## config.mk

```make
export PLATFORM = sky130hd
export DESIGN_NAME = mii_tx_encoder
export DESIGN_NICKNAME = d
export VERILOG_FILES = /design/src/rtl/mii_tx_pkg.sv /design/src/rtl/mii_tx_nibble_enc.sv /design/src/rtl/mii_tx_fsm.sv /design/src/rtl/mii_tx_sym_reg.sv /design/src/rtl/mii_tx_encoder.sv
export SDC_FILE = /design/constraint.sdc
export NUM_CORES = 1
export LEC_CHECK = 0
export BUFFER_PORTS_ARGS = -buffer_cell sky130_fd_sc_hd__buf_4
export CORE_AREA = 10 10 47 49
export CTS_CLUSTER_SIZE = 8
export DETAILED_ROUTE_END_ITERATION = 10
export DIE_AREA = 0 0 57 59
export HOLD_SLACK_MARGIN = 0.02
export PLACE_DENSITY_LB_ADDON = 0.15
export SYNTH_ARGS = -nofsm -noshare
export SYNTH_HDL_FRONTEND = slang
export SYNTH_SLANG_ARGS = --single-unit
```

## constraint.sdc

```tcl
create_clock -name clk -period 2.7 [get_ports clk]
set_clock_uncertainty 0.2 [all_clocks]
set_input_delay 0.27 -clock clk [delete_from_list [all_inputs] [get_ports clk]]
set_output_delay 0.27 -clock clk [all_outputs]
set_load 0.01 [all_outputs]
```

## src/rtl/mii_tx_pkg.sv

```systemverilog
package mii_tx_pkg;

    localparam int NIB_W  = 4;
    localparam int CODE_W = 5;

    typedef logic [NIB_W-1:0]  nibble_t;
    typedef logic [CODE_W-1:0] code_t;

    localparam code_t CG_IDLE = 5'b11111;
    localparam code_t CG_J    = 5'b11000;
    localparam code_t CG_K    = 5'b10001;
    localparam code_t CG_T    = 5'b01101;
    localparam code_t CG_R    = 5'b00111;
    localparam code_t CG_HALT = 5'b00100;

    // Framing states
    typedef enum logic [1:0] {
        ST_IDLE = 2'd0,
        ST_SSD2 = 2'd1,
        ST_DATA = 2'd2,
        ST_ESD2 = 2'd3
    } tx_state_e;

    // Which symbol the output stage loads this cycle
    typedef enum logic [2:0] {
        SEL_IDLE = 3'd0,
        SEL_J    = 3'd1,
        SEL_K    = 3'd2,
        SEL_DATA = 3'd3,
        SEL_T    = 3'd4,
        SEL_R    = 3'd5,
        SEL_HALT = 3'd6
    } sym_sel_e;

endpackage

```

## src/rtl/mii_tx_nibble_enc.sv

```systemverilog
module mii_tx_nibble_enc
    import mii_tx_pkg::*;
(
    input  nibble_t nib_i,
    output code_t   code_o
);

    always_comb begin
        unique case (nib_i)
            4'h0:    code_o = 5'b11110;
            4'h1:    code_o = 5'b01001;
            4'h2:    code_o = 5'b10100;
            4'h3:    code_o = 5'b10101;
            4'h4:    code_o = 5'b01010;
            4'h5:    code_o = 5'b01011;
            4'h6:    code_o = 5'b01110;
            4'h7:    code_o = 5'b01111;
            4'h8:    code_o = 5'b10010;
            4'h9:    code_o = 5'b10011;
            4'hA:    code_o = 5'b10110;
            4'hB:    code_o = 5'b10111;
            4'hC:    code_o = 5'b11010;
            4'hD:    code_o = 5'b11011;
            4'hE:    code_o = 5'b11100;
            default: code_o = 5'b11101;
        endcase
    end

endmodule

```

## src/rtl/mii_tx_fsm.sv

```systemverilog
module mii_tx_fsm
    import mii_tx_pkg::*;
(
    input  logic      clk,
    input  logic      rst_n,
    input  logic      tx_en,
    input  logic      tx_er,
    output tx_state_e state_o,
    output sym_sel_e  sel_o
);

    tx_state_e state_q;
    tx_state_e state_d;

    // State register
    always_ff @(posedge clk) begin
        if (!rst_n) state_q <= ST_IDLE;
        else        state_q <= state_d;
    end

    // Next state
    always_comb begin
        state_d = state_q;
        unique case (state_q)
            ST_IDLE: if (tx_en) state_d = ST_SSD2;             // START
            ST_SSD2: state_d = tx_en ? ST_DATA : ST_ESD2;       // BEGIN_DATA / SHORT_END
            ST_DATA: if (!tx_en) state_d = ST_ESD2;             // END
            ST_ESD2: state_d = ST_IDLE;                         // RESUME
            default: state_d = ST_IDLE;
        endcase
    end

    // Symbol selection for the slot being sampled
    always_comb begin
        sel_o = SEL_IDLE;
        unique case (state_q)
            ST_IDLE: begin
                if (tx_en) sel_o = tx_er ? SEL_HALT : SEL_J;
                else       sel_o = SEL_IDLE;
            end
            ST_SSD2: begin
                if (tx_en) sel_o = tx_er ? SEL_HALT : SEL_K;
                else       sel_o = SEL_T;
            end
            ST_DATA: begin
                if (tx_en) sel_o = tx_er ? SEL_HALT : SEL_DATA;
                else       sel_o = SEL_T;
            end
            ST_ESD2: sel_o = SEL_R;
            default: sel_o = SEL_IDLE;
        endcase
    end

    assign state_o = state_q;

    assert_resume_R9: assert property (@(posedge clk) disable iff (!rst_n)
        (state_q == ST_ESD2) |=> (state_q == ST_IDLE));

    assert_start_R3: assert property (@(posedge clk) disable iff (!rst_n)
        (state_q == ST_IDLE && tx_en) |=> (state_q == ST_SSD2));

    assert_short_end_R8: assert property (@(posedge clk) disable iff (!rst_n)
        (state_q == ST_SSD2 && !tx_en) |=> (state_q == ST_ESD2));

endmodule

```

## src/rtl/mii_tx_sym_reg.sv

```systemverilog
module mii_tx_sym_reg
    import mii_tx_pkg::*;
(
    input  logic     clk,
    input  logic     rst_n,
    input  sym_sel_e sel_i,
    input  code_t    data_code_i,
    output code_t    code_o
);

    code_t code_q;
    code_t code_d;

    always_comb begin
        unique case (sel_i)
            SEL_IDLE: code_d = CG_IDLE;
            SEL_J:    code_d = CG_J;
            SEL_K:    code_d = CG_K;
            SEL_DATA: code_d = data_code_i;
            SEL_T:    code_d = CG_T;
            SEL_R:    code_d = CG_R;
            SEL_HALT: code_d = CG_HALT;
            default:  code_d = CG_IDLE;
        endcase
    end

    always_ff @(posedge clk) begin
        if (!rst_n) code_q <= CG_IDLE;
        else        code_q <= code_d;
    end

    assign code_o = code_q;

endmodule

```

## src/rtl/mii_tx_encoder.sv

```systemverilog
module mii_tx_encoder
    import mii_tx_pkg::*;
(
    input  logic              clk,
    input  logic              rst_n,
    input  logic              tx_en,
    input  logic              tx_er,
    input  logic [NIB_W-1:0]  txd,
    output logic [CODE_W-1:0] code_o
);

    tx_state_e state;
    sym_sel_e  sel;
    code_t     data_code;

    mii_tx_fsm u_fsm (
        .clk     (clk),
        .rst_n   (rst_n),
        .tx_en   (tx_en),
        .tx_er   (tx_er),
        .state_o (state),
        .sel_o   (sel)
    );

    mii_tx_nibble_enc u_enc (
        .nib_i  (txd),
        .code_o (data_code)
    );

    mii_tx_sym_reg u_out (
        .clk         (clk),
        .rst_n       (rst_n),
        .sel_i       (sel),
        .data_code_i (data_code),
        .code_o      (code_o)
    );

    assert_idle_hold_R2: assert property (@(posedge clk) disable iff (!rst_n)
        (state == ST_IDLE && !tx_en) |=> (code_o == CG_IDLE));

    assert_j_first_R3: assert property (@(posedge clk) disable iff (!rst_n)
        (state == ST_IDLE && tx_en && !tx_er) |=> (code_o == CG_J));

    assert_k_second_R3: assert property (@(posedge clk) disable iff (!rst_n)
        (state == ST_SSD2 && tx_en && !tx_er) |=> (code_o == CG_K));

    assert_t_on_drop_R5: assert property (@(posedge clk) disable iff (!rst_n)
        (state == ST_DATA && !tx_en) |=> (code_o == CG_T));

    assert_r_slot_R9: assert property (@(posedge clk) disable iff (!rst_n)
        (state == ST_ESD2) |=> (code_o == CG_R));

    assert_halt_R6: assert property (@(posedge clk) disable iff (!rst_n)
        (tx_en && tx_er && state != ST_ESD2) |=> (code_o == CG_HALT));

    assert_reset_idle_R1: assert property (@(posedge clk)
        !rst_n |=> (code_o == CG_IDLE));

endmodule

```

# After elaboration in Yosys (flattened, before gate mapping)
# Memory sizes are Yosys's and may differ from the RTL's.
# Index checks and enable logic that the tools add are counted.
# word_totals
reg_bits	7
romBits	80
input_bits	8
output_inout_bits	5
word_cells	28
memories	1
# memory_table
name	words	width	read_ports	rd_ports_with_merged_regs	wr	line_no	source
(no name shown)	16	5	1	0	0	mii_tx_nibble_enc.sv:9	unique case (nib_i)
# classes
n_eq_ne	11
mux	12
n_reduce_logical	2
# ops
operator	count
$pmux W5 S6	1
$mux W3	6
$pmux W3 S4	1
$eq A3 B3 Y1 const B	3
$pmux W2 S4	1
$eq A3 B2 Y1 const B	2
$eq A2 B2 Y1 const B	2
$mux W2	2
$ne A2 B2 Y1 const B	2
$eq A3 B1 Y1 const B	1
$eq A2 B1 Y1 const B	1
$logic_not A2 Y1	1
$reduce_and A2 Y1	1
$mux W1	1

# Longest topological paths before layout
# Gate-level depths: netlist (run 1).
# depth
depth_word	5
depth_mapped	6
mapped_depth_nobuf	6

# By module
# Synthesis (run 1) repeated with hierarchy kept, for this count alone.
# hier_totals
hier_cells	60
area_unflattened_um2	516.7
# modules_own_cells
mod	n_inst	cells_each	area_per_inst_um2	seq_area_each_um2
mii_tx_fsm	1	27	234.0	40.0
mii_tx_sym_reg	1	24	217.7	100.1
mii_tx_nibble_enc	1	9	65.1	0.0

# Worst setup path before layout (run 1)
# Ideal clock, no wire load.
# synth_path
kind	reg-to-reg
start	register u_fsm.state_q[0] (netlist: u_fsm.state_o[0])
end	register u_out.code_q[4] (netlist: u_out.code_o[4])
arrival_ns	1.958
required_ns	2.385
setup_slack_ns	0.426
stages_incl_launch_ff	7
synth_period_minus_slack_ns	2.274
path_cell_list	dfxtp_1 clkinv_1 ha_1 nor4_4 nor3_2 or4_1 a31o_1
# synth_between
elab_chain_len	4
elab_cells_between_ends	12
cone_classes	eq/ne: 9; mux: 2; reduce/logical: 1
# synth_lines
item	line_no	source
from (decl)	mii_tx_fsm.sv:12	tx_state_e state_q;
from (signal assigned)	mii_tx_fsm.sv:18	else state_q <= state_d;
$eq A2 B2 Y1, or another cell as far along	mii_tx_fsm.sv:36	unique case (state_q)
$pmux W3 S4 *	mii_tx_fsm.sv:36	
$eq A3 B3 Y1, or another cell as far along	mii_tx_sym_reg.sv:15	unique case (sel_i)
$pmux W5 S6 *	mii_tx_sym_reg.sv:15	
to (signal assigned)	mii_tx_sym_reg.sv:29	else code_q <= code_d;
to (decl)	mii_tx_sym_reg.sv:11	code_t code_q;
# Every way passes the cells marked *; elsewhere a longest branch is shown, timed or not.
# A chain may end at the register's enable or synchronous reset.

# Final worst setup path (run 1)
# Ends and elaborated chain as after synthesis.

==> results of run 1 <==
## how the worst max path moves through the flow
stage,endpoint,slack [ns]
5_1_grt,u_out.code_o[4],0.09
6_report,u_out.code_o[4],0.26
3_3_place_gp,u_out.code_o[4],0.34
3_5_place_dp,u_out.code_o[4],0.27
2_1_floorplan,u_out.code_o[4],0.43
4_1_cts,u_out.code_o[4],0.26
## sequential cells by signal, indices dropped and copies added, names as in the netlist
signal and cells:
u_out.code_o 5, u_fsm.state_o 2
## worst reg2reg max path, cell delays in order, from the launching register on
cell	delay (ns)
dfxtp_1	0.44
clkinv_1	0.18
ha_1	0.33
nor4_4	0.34
nor3_2	0.12
or4_1	0.51
a31o_1	0.21
## power breakdown
| part | total [mW] | internal [mW] | switching, mW | leakage [nW] |
|---|---|---|---|---|
| logic | 0.411 | 0.192 | 0.219 | 0.217 |
| registers | 0.172 | 0.143 | 0.0293 | 0.0579 |
| clock network | 0.0941 | 0.0563 | 0.0378 | 0.0150 |
## per-stage QoR
step	utilization	hold WS, ns	instances
CTS	0.482	0.0388	98
global route	0.482	0.0552	98
detailed placement	0.463	0.301	94
global placement	0.463	0.303	94
floorplan	-	0.141	67
finish	0.482	0.0471	98
## cells by family after synthesis
family	after synthesis	synth area share
AND/OR/NAND/NOR	31	0.346
AO/OA/AOI/OAI	16	0.199
flip-flops	7	0.256
buffers and inverters	6	0.0480
adder cells (fa/ha/maj)	5	0.114
multiplexers	2	0.0366
## cell type report
type                    instances  area (um^2)
clock buffers                   4         26.3
fillers                       149          726
inverters                       5         18.8
multi-input cells              54          380
flip-flops and latches          7          140
well taps                      16         20.0
repair buffers                 12         90.1
## layout by cell type, fill, tap and decap left out, types with 2 or more instances in the layout
| cell type | Yosys | final |
|---|---|---|
| a21oi_1 | 3 | 3 |
| a311oi_1 | 2 | 2 |
| and2_1 | 2 | 2 |
| and3_1 | 2 | 2 |
| buf_4 | 1 | 12 |
| clkbuf_4 | 0 | 3 |
| dfxtp_1 | 7 | 7 |
| ha_1 | 5 | 5 |
| inv_1 | 4 | 4 |
| mux2i_1 | 2 | 2 |
| nand2_1 | 5 | 5 |
| nand3_1 | 2 | 2 |
| nor2_1 | 6 | 6 |
| nor2b_1 | 2 | 2 |
| nor3_1 | 3 | 3 |
| o21ai_1 | 4 | 4 |
| or3_1 | 2 | 2 |
## metal layers
| metal | vias up | global-route usage |
|---|---|---|
| li1 | 272 | - |
| met1 | 218 | 0.0781 |
| met2 | 10 | 0.113 |
| met3 | 0 | 0.0365 |
| met4 | 0 | 0.0403 |
| met5 | - | 0 |
==> flow_metrics.env, run 1 <==
export IMPL_status="completed"
export IMPL_cts_made_buffers=3
export IMPL_worstMarginPinSlew_ns=0.636
export IMPL_die_x_um=57
export IMPL_cts_setup_buffers=0
export IMPL_drive_gt1_frac=0.232
export IMPL_dp_hpwl_um=963
export IMPL_worst_slack_ns=0.260
export IMPL_cpPeakStageDelay_ns=0.51
export IMPL_layout_min_cycle_time_ns=2.44
export IMPL_cts_hold_buf=0
export IMPL_drt_iter0_drc=17
export IMPL_met3_length_um=87
export IMPL_syn_area_um2=547
export IMPL_synthTopCellsByArea="dfxtp_1, ha_1, nor2_1"
export IMPL_r2r_end="u_out.code_o[4]"
export IMPL_cp_startpoint="u_fsm.state_o[0]"
export IMPL_cpMaxStageDelayCell="or4_1"
export IMPL_crit_family="simple AND/OR/NAND/NOR gates"
export IMPL_port_buffers=12
export IMPL_hold_class="input pin to register"
export IMPL_cts_sinks=7
export IMPL_synth_main_ff_cell="dfxtp_1"
export IMPL_place_congestion=0.832
export IMPL_synth_top_cell_by_area="dfxtp_1"
export IMPL_initial_utilization=0.390
export IMPL_synth_fp_nets=80
export IMPL_dr_total_vias=500
export IMPL_reg2reg_depth=6
export IMPL_crit_fanout=8
export IMPL_endpoint_kind="register"
export IMPL_leakagePower_nw=0.290
export IMPL_worst_path_buf_inv=1
export IMPL_place_area_um2=649
export IMPL_grt_pass1_vias=467
export IMPL_syn_area_per_cell_um2=8.16
export IMPL_cts_clk_slew_worst_paths_ns=0.05
export IMPL_post_route_period_util=0.904
export IMPL_synth_commonest_cells="dfxtp_1, nor2_1, ha_1, nand2_1"
export IMPL_grt_overflow_total=0
export IMPL_synth_seq_cells=7
export IMPL_drtAntennaViolNets=0
export IMPL_clkLatencyLatePin_ns=0.25
export IMPL_drt_pass1_iter_count=4
export IMPL_viasPerCell=5.10
export IMPL_cap_violations=0
export IMPL_start_kind="register"
export IMPL_grt_max_degree=11
export IMPL_drc_errors=0
export IMPL_fin_area_um2=676
export IMPL_rsz0062_at_grt="false"
export IMPL_synth_edf_count=0
export IMPL_drt_met1_wl_um=603
export IMPL_final_nets=96
export IMPL_min_path_cells=2
export IMPL_crit_chain="clkinv_1, ha_1, nor4_4, nor3_2, or4_1, a31o_1"
export IMPL_htree_levels=1
export IMPL_syn_inst=67
export IMPL_yosysTopAreaCellShare=0.256
export IMPL_wl_per_cell_um=12.4
export IMPL_dr_wl_met2_um=521
export IMPL_cts_max_path_buffers=2
export IMPL_grt_usage=0.0725
export IMPL_ff2ff_setup_slack_ns=0.26
export IMPL_total_power_uw=677
export IMPL_ys_seq_area_frac=0.256
export IMPL_ctsResizeCount=0
export IMPL_core_um2=1400
export IMPL_cts_root_buf="clkbuf_4"
export IMPL_antenna_found_initial=0
export IMPL_slew_headroom=0.576
export IMPL_die_h_um=59
export IMPL_cts_tree="done"
export IMPL_num_io_pins=13
export IMPL_grt_pass1_wl_mm=1.99
export IMPL_path_depth=6
export IMPL_top_layer="met3"
export IMPL_async_flop_share=0
export IMPL_r2r_start="u_fsm.state_o[0]"
export IMPL_finalSetupTns_ns=0
export IMPL_hold_violations=0
export IMPL_finalSetupViolCount=0
export IMPL_cp_required_ns=2.64
export IMPL_synth_cell_type_count=31
export IMPL_synth_most_common_cell="dfxtp_1"
export IMPL_die_area_um2=3360
export IMPL_num_antenna_cells=0
export IMPL_vdd_ir_drop_max_v=0.000380
export IMPL_synth_warnings=0
export IMPL_area_growth_pct=23.6
export IMPL_slew_viol_final=0
export IMPL_wirelength_mm=1.21
export IMPL_worstPathArrival_ns=2.38
export IMPL_crit_type="register to register"
export IMPL_num_rows=14
export IMPL_place_ws_ns=0.272
export IMPL_worstHoldStart="rst_n"
export IMPL_power_density_nw_per_um2=1000
export IMPL_min_to="u_out.code_o[3]"
export IMPL_fmax_ghz=0.410
No activity file was read; power rests on OpenSTA's default activity.
==> run 2, diff against run 1 <==
CELL_PAD_IN_SITES_DETAIL_PLACEMENT = 0   (was not set)
CELL_PAD_IN_SITES_GLOBAL_PLACEMENT = 1   (was not set)
CORE_AREA = not set   (was 10 10 47 49)
CORE_MARGIN = 10   (was not set)
CORE_UTILIZATION = 36   (was not set)
DIE_AREA = not set   (was 0 0 57 59)
==> flow_metrics.env, run 2 (synthesized netlist as in run 1, its figures left out) <==
export IMPL_place_congestion=0.745
export IMPL_grt_max_degree=11
export IMPL_area_growth_pct=23.8
export IMPL_p_switching_uw=297
export IMPL_start_kind="register"
export IMPL_endpoint_kind="register"
export IMPL_grt_pass1_wl_mm=2.24
export IMPL_cts_root_buf="clkbuf_4"
export IMPL_hold_class="input pin to register"
export IMPL_fmax_ghz=0.406
export IMPL_crit_fanout=8
export IMPL_clkLatencyLatePin_ns=0.25
export IMPL_cts_setup_buffers=0
export IMPL_pwr_share_comb=0.607
export IMPL_final_util=0.460
export IMPL_final_cell_mix="buf_4, dfxtp_1, nor2_1"
export IMPL_rsz0062_at_grt="false"
export IMPL_slew_viol_final=0
export IMPL_reg2reg_depth=6
export IMPL_ff2ff_setup_slack_ns=0.24
export IMPL_leakagePower_nw=0.293
export IMPL_die_area_um2=3480
export IMPL_cts_sinks=7
export IMPL_worst_slack_ns=0.236
export IMPL_fin_area_um2=677
export IMPL_vdd_ir_drop_max_v=0.000352
export IMPL_grt_overflow_total=0
export IMPL_mostFrequentLayoutCell="buf_4"
export IMPL_status="completed"
export IMPL_drtAntennaViolNets=0
export IMPL_min_path_cells=2
export IMPL_r2r_end="u_out.code_o[4]"
export IMPL_die_h_um=59.0
export IMPL_ctsResizeCount=0
export IMPL_p_sw_frac=0.432
export IMPL_p_seq_frac=0.249
export IMPL_wl_per_cell_um=12.8
export IMPL_cap_violations=0
export IMPL_place_area_um2=649
export IMPL_p_clk_frac=0.144
export IMPL_port_buffers=12
export IMPL_finalSetupViolCount=0
export IMPL_cts_clk_slew_worst_paths_ns=0.06
export IMPL_grt_pass1_vias=521
export IMPL_drt_iter0_drc=17
export IMPL_dr_total_vias=522
export IMPL_die_x_um=59.0
export IMPL_largest_register_ffs=5
export IMPL_worstMarginPinSlew_ns=0.641
export IMPL_drive_gt1_frac=0.244
export IMPL_worstPathArrival_ns=2.41
export IMPL_viasPerCell=5.33
export IMPL_r2r_start="u_fsm.state_o[0]"
export IMPL_fill_cells=150
export IMPL_crit_type="register to register"
export IMPL_antenna_found_initial=0
export IMPL_wirelength_mm=1.26
export IMPL_grt_usage=0.0813
export IMPL_hold_violations=0
export IMPL_final_nets=96
export IMPL_cts_made_buffers=3
export IMPL_initial_utilization=0.372
export IMPL_num_io_pins=13
export IMPL_layout_min_cycle_time_ns=2.46
export IMPL_cpMaxStageDelayCell="or4_1"
export IMPL_power_density_nw_per_um2=1020
export IMPL_dp_hpwl_um=964
export IMPL_worstHoldStart="rst_n"
export IMPL_finalSetupTns_ns=0
export IMPL_num_rows=14
export IMPL_cts_max_path_buffers=2
export IMPL_min_to="u_out.code_o[0]"
export IMPL_crit_family="simple AND/OR/NAND/NOR gates"
export IMPL_core_um2=1470
export IMPL_cts_hold_buf=0
export IMPL_worst_path_buf_inv=1
export IMPL_num_antenna_cells=0
export IMPL_place_ws_ns=0.269
export IMPL_htree_levels=1
export IMPL_p_int_uw=390
export IMPL_cpPeakStageDelay_ns=0.52
export IMPL_drt_pass1_iter_count=4
export IMPL_cp_required_ns=2.65
export IMPL_post_route_period_util=0.913
export IMPL_cts_tree="done"
export IMPL_slew_headroom=0.573
export IMPL_crit_chain="clkinv_1, ha_1, nor4_4, nor3_2, or4_1, a31o_1"
export IMPL_drc_errors=0
[run 2: final cells by class]
class                           count  area, um^2  share of cell area
Tap cell                           16        20.0              0.0296
Sequential cell                     7         140               0.207
Timing Repair Buffer               12        90.1               0.133
Inverter                            5        18.8              0.0277
Clock buffer                        3        22.5              0.0333
Multi-Input combinational cell     54         380               0.562
Clock inverter                      1        5.00             0.00739
[run 2: power by group through the flow]
stage               logic [mW]  registers, mW  clock network (mW)
floorplan                0.296          0.182                   0
finish                   0.417          0.171              0.0989
CTS                      0.417          0.171               0.103
global route             0.470          0.176               0.110
detailed placement       0.412          0.173                   0
global placement         0.417          0.172                   0
[run 2: per-layer routing]
layer	part of all wire	routed length (um)	track usage	vias up
li1	-	-	-	278
met4	0.0080	10	0.0590	0
met5	0	0	0	-
met1	0.50	631	0.101	234
met3	0.060	75	0.0236	2
met2	0.43	538	0.116	8
[run 2: worst max-delay path by stage]
| stage | start | end | slack, ns | cells past startpoint |
|---|---|---|---|---|
| after floorplan | u_fsm.state_o[0] | u_out.code_o[4] | 0.43 | 6 |
| after global placement | u_fsm.state_o[0] | u_out.code_o[4] | 0.34 | 6 |
| after detailed placement | u_fsm.state_o[0] | u_out.code_o[4] | 0.27 | 6 |
| after CTS | u_fsm.state_o[0] | u_out.code_o[4] | 0.27 | 6 |
| after global routing | u_fsm.state_o[0] | u_out.code_o[4] | 0.14 | 6 |
| final | u_fsm.state_o[0] | u_out.code_o[4] | 0.24 | 6 |
[run 2: through the flow]
step,hold WS (ns),power [mW],cells
after CTS,0.0426,0.690,98
after detailed placement,0.313,0.584,94
after global routing,0.0453,0.755,98
final,0.0443,0.687,98
after floorplan,0.141,0.478,67
after global placement,0.308,0.589,94
==> run 3, diff against run 2 <==
CORE_MARGIN = not set   (was 10)
==> flow_metrics.env, run 3 (synthesized netlist as in run 1, its figures left out) <==
export IMPL_status="completed"
export IMPL_finalSetupViolCount=0
export IMPL_cts_setup_buffers=0
export IMPL_cts_max_path_buffers=2
export IMPL_cts_made_buffers=3
export IMPL_min_path_cells=2
export IMPL_worstPathArrival_ns=2.40
export IMPL_htree_levels=1
export IMPL_grtUsageMet2=0.234
export IMPL_drt_pass1_iter_count=2
export IMPL_mostFrequentLayoutCell="buf_4"
export IMPL_die_h_um=41.0
export IMPL_viasPerCell=5.16
export IMPL_post_route_period_util=0.907
export IMPL_grt_pass1_wl_mm=1.72
export IMPL_wirelength_mm=1.13
export IMPL_r2r_start="u_fsm.state_o[0]"
export IMPL_cts_root_buf="clkbuf_4"
export IMPL_initial_utilization=0.405
export IMPL_grt_usage=0.156
export IMPL_port_buffers=12
export IMPL_leakagePower_nw=0.293
export IMPL_cp_required_ns=2.65
export IMPL_drt_iter0_drc=8
export IMPL_layout_min_cycle_time_ns=2.45
export IMPL_hold_violations=0
export IMPL_num_rows=13
export IMPL_crit_fanout=8
export IMPL_final_nets=96
export IMPL_clkLatencyLatePin_ns=0.25
export IMPL_min_to="u_out.code_o[3]"
export IMPL_slew_viol_final=0
export IMPL_core_um2=1350
export IMPL_largest_register_ffs=5
export IMPL_ctsResizeCount=0
export IMPL_drive_gt1_frac=0.244
export IMPL_cts_hold_buf=0
export IMPL_r2r_end="u_out.code_o[4]"
export IMPL_hold_class="input pin to register"
export IMPL_grt_overflow_total=0
export IMPL_vdd_ir_drop_max_v=0.000329
export IMPL_cts_clk_slew_worst_paths_ns=0.06
export IMPL_die_x_um=41.0
export IMPL_stdcell_count=97
export IMPL_grt_met1_usage=0.207
export IMPL_antenna_found_initial=0
export IMPL_cap_violations=0
export IMPL_die_area_um2=1680
export IMPL_worstHoldStart="rst_n"
export IMPL_num_io_pins=13
export IMPL_dp_hpwl_um=899
export IMPL_cts_sinks=7
export IMPL_crit_type="register to register"
export IMPL_dr_total_vias=501
export IMPL_drtAntennaViolNets=0
export IMPL_grt_pass1_vias=409
export IMPL_grt_busiest_layer="met2"
export IMPL_endpoint_kind="register"
export IMPL_wl_per_cell_um=11.7
export IMPL_reg2reg_depth=6
export IMPL_start_kind="register"
export IMPL_grt_use_met3=0.0163
export IMPL_grt_max_degree=11
export IMPL_numPlacedInstances=93
export IMPL_fmax_ghz=0.408
export IMPL_num_antenna_cells=0
export IMPL_area_growth_pct=23.6
export IMPL_place_congestion=0.753
export IMPL_power_density_nw_per_um2=1000
export IMPL_finalSetupTns_ns=0
export IMPL_cts_tree="done"
export IMPL_worstMarginPinSlew_ns=0.593
export IMPL_slew_headroom=0.605
export IMPL_final_cell_mix="buf_4, dfxtp_1, nor2_1"
export IMPL_drc_errors=0
export IMPL_ff2ff_setup_slack_ns=0.25
export IMPL_rsz0062_at_grt="false"
==> run 3: power breakdown <==
group | switching (mW) | internal (mW) | leakage (nW) | total [mW]
Combinational | 0.218 | 0.192 | 0.217 | 0.410
Sequential | 0.0277 | 0.143 | 0.0579 | 0.171
Clock | 0.0419 | 0.0543 | 0.0177 | 0.0962
==> run 3: critical path: stages, from the launching register on <==
cell,delay [ns]
dfxtp_1,0.44
clkinv_1,0.18
ha_1,0.33
nor4_4,0.34
nor3_2,0.12
or4_1,0.51
a31o_1,0.21
==> run 3: layout make-up <==
class	count	area, um^2
Inverter	5	18.8
Clock buffer	3	22.5
Tap cell	15	18.8
Timing Repair Buffer	12	90.1
Sequential cell	7	140
Clock inverter	1	5.00
Fill cell	137	674
Multi-Input combinational cell	54	380
==> run 3: worst max-delay path by stage <==
| stage | from | to | slack (ns) | cells past startpoint |
|---|---|---|---|---|
| detailed placement | u_fsm.state_o[0] | u_out.code_o[4] | 0.27 | 6 |
| global placement | u_fsm.state_o[0] | u_out.code_o[4] | 0.34 | 6 |
| global route | u_fsm.state_o[0] | u_out.code_o[4] | 0.16 | 6 |
| floorplan | u_fsm.state_o[0] | u_out.code_o[4] | 0.43 | 6 |
| CTS | u_fsm.state_o[0] | u_out.code_o[4] | 0.25 | 6 |
| finish | u_fsm.state_o[0] | u_out.code_o[4] | 0.25 | 6 |
==> run 3: metrics by stage <==
step	util	hold WS, ns	worst slack (ns)	area (um^2)	power [mW]
finish	0.500	0.0439	0.251	676	0.677
detailed placement	0.480	0.302	0.270	648	0.583
floorplan	-	0.141	0.426	547	0.478
global route	0.500	0.0457	0.161	676	0.739
CTS	0.500	0.0364	0.253	676	0.684
global placement	0.480	0.310	0.341	648	0.586
==> run 3: per-layer routing <==
layer | up-vias | routed length, um
li1 | 274 | -
met1 | 217 | 593
met2 | 8 | 480
met3 | 2 | 47
met4 | 0 | 12
met5 | - | 0
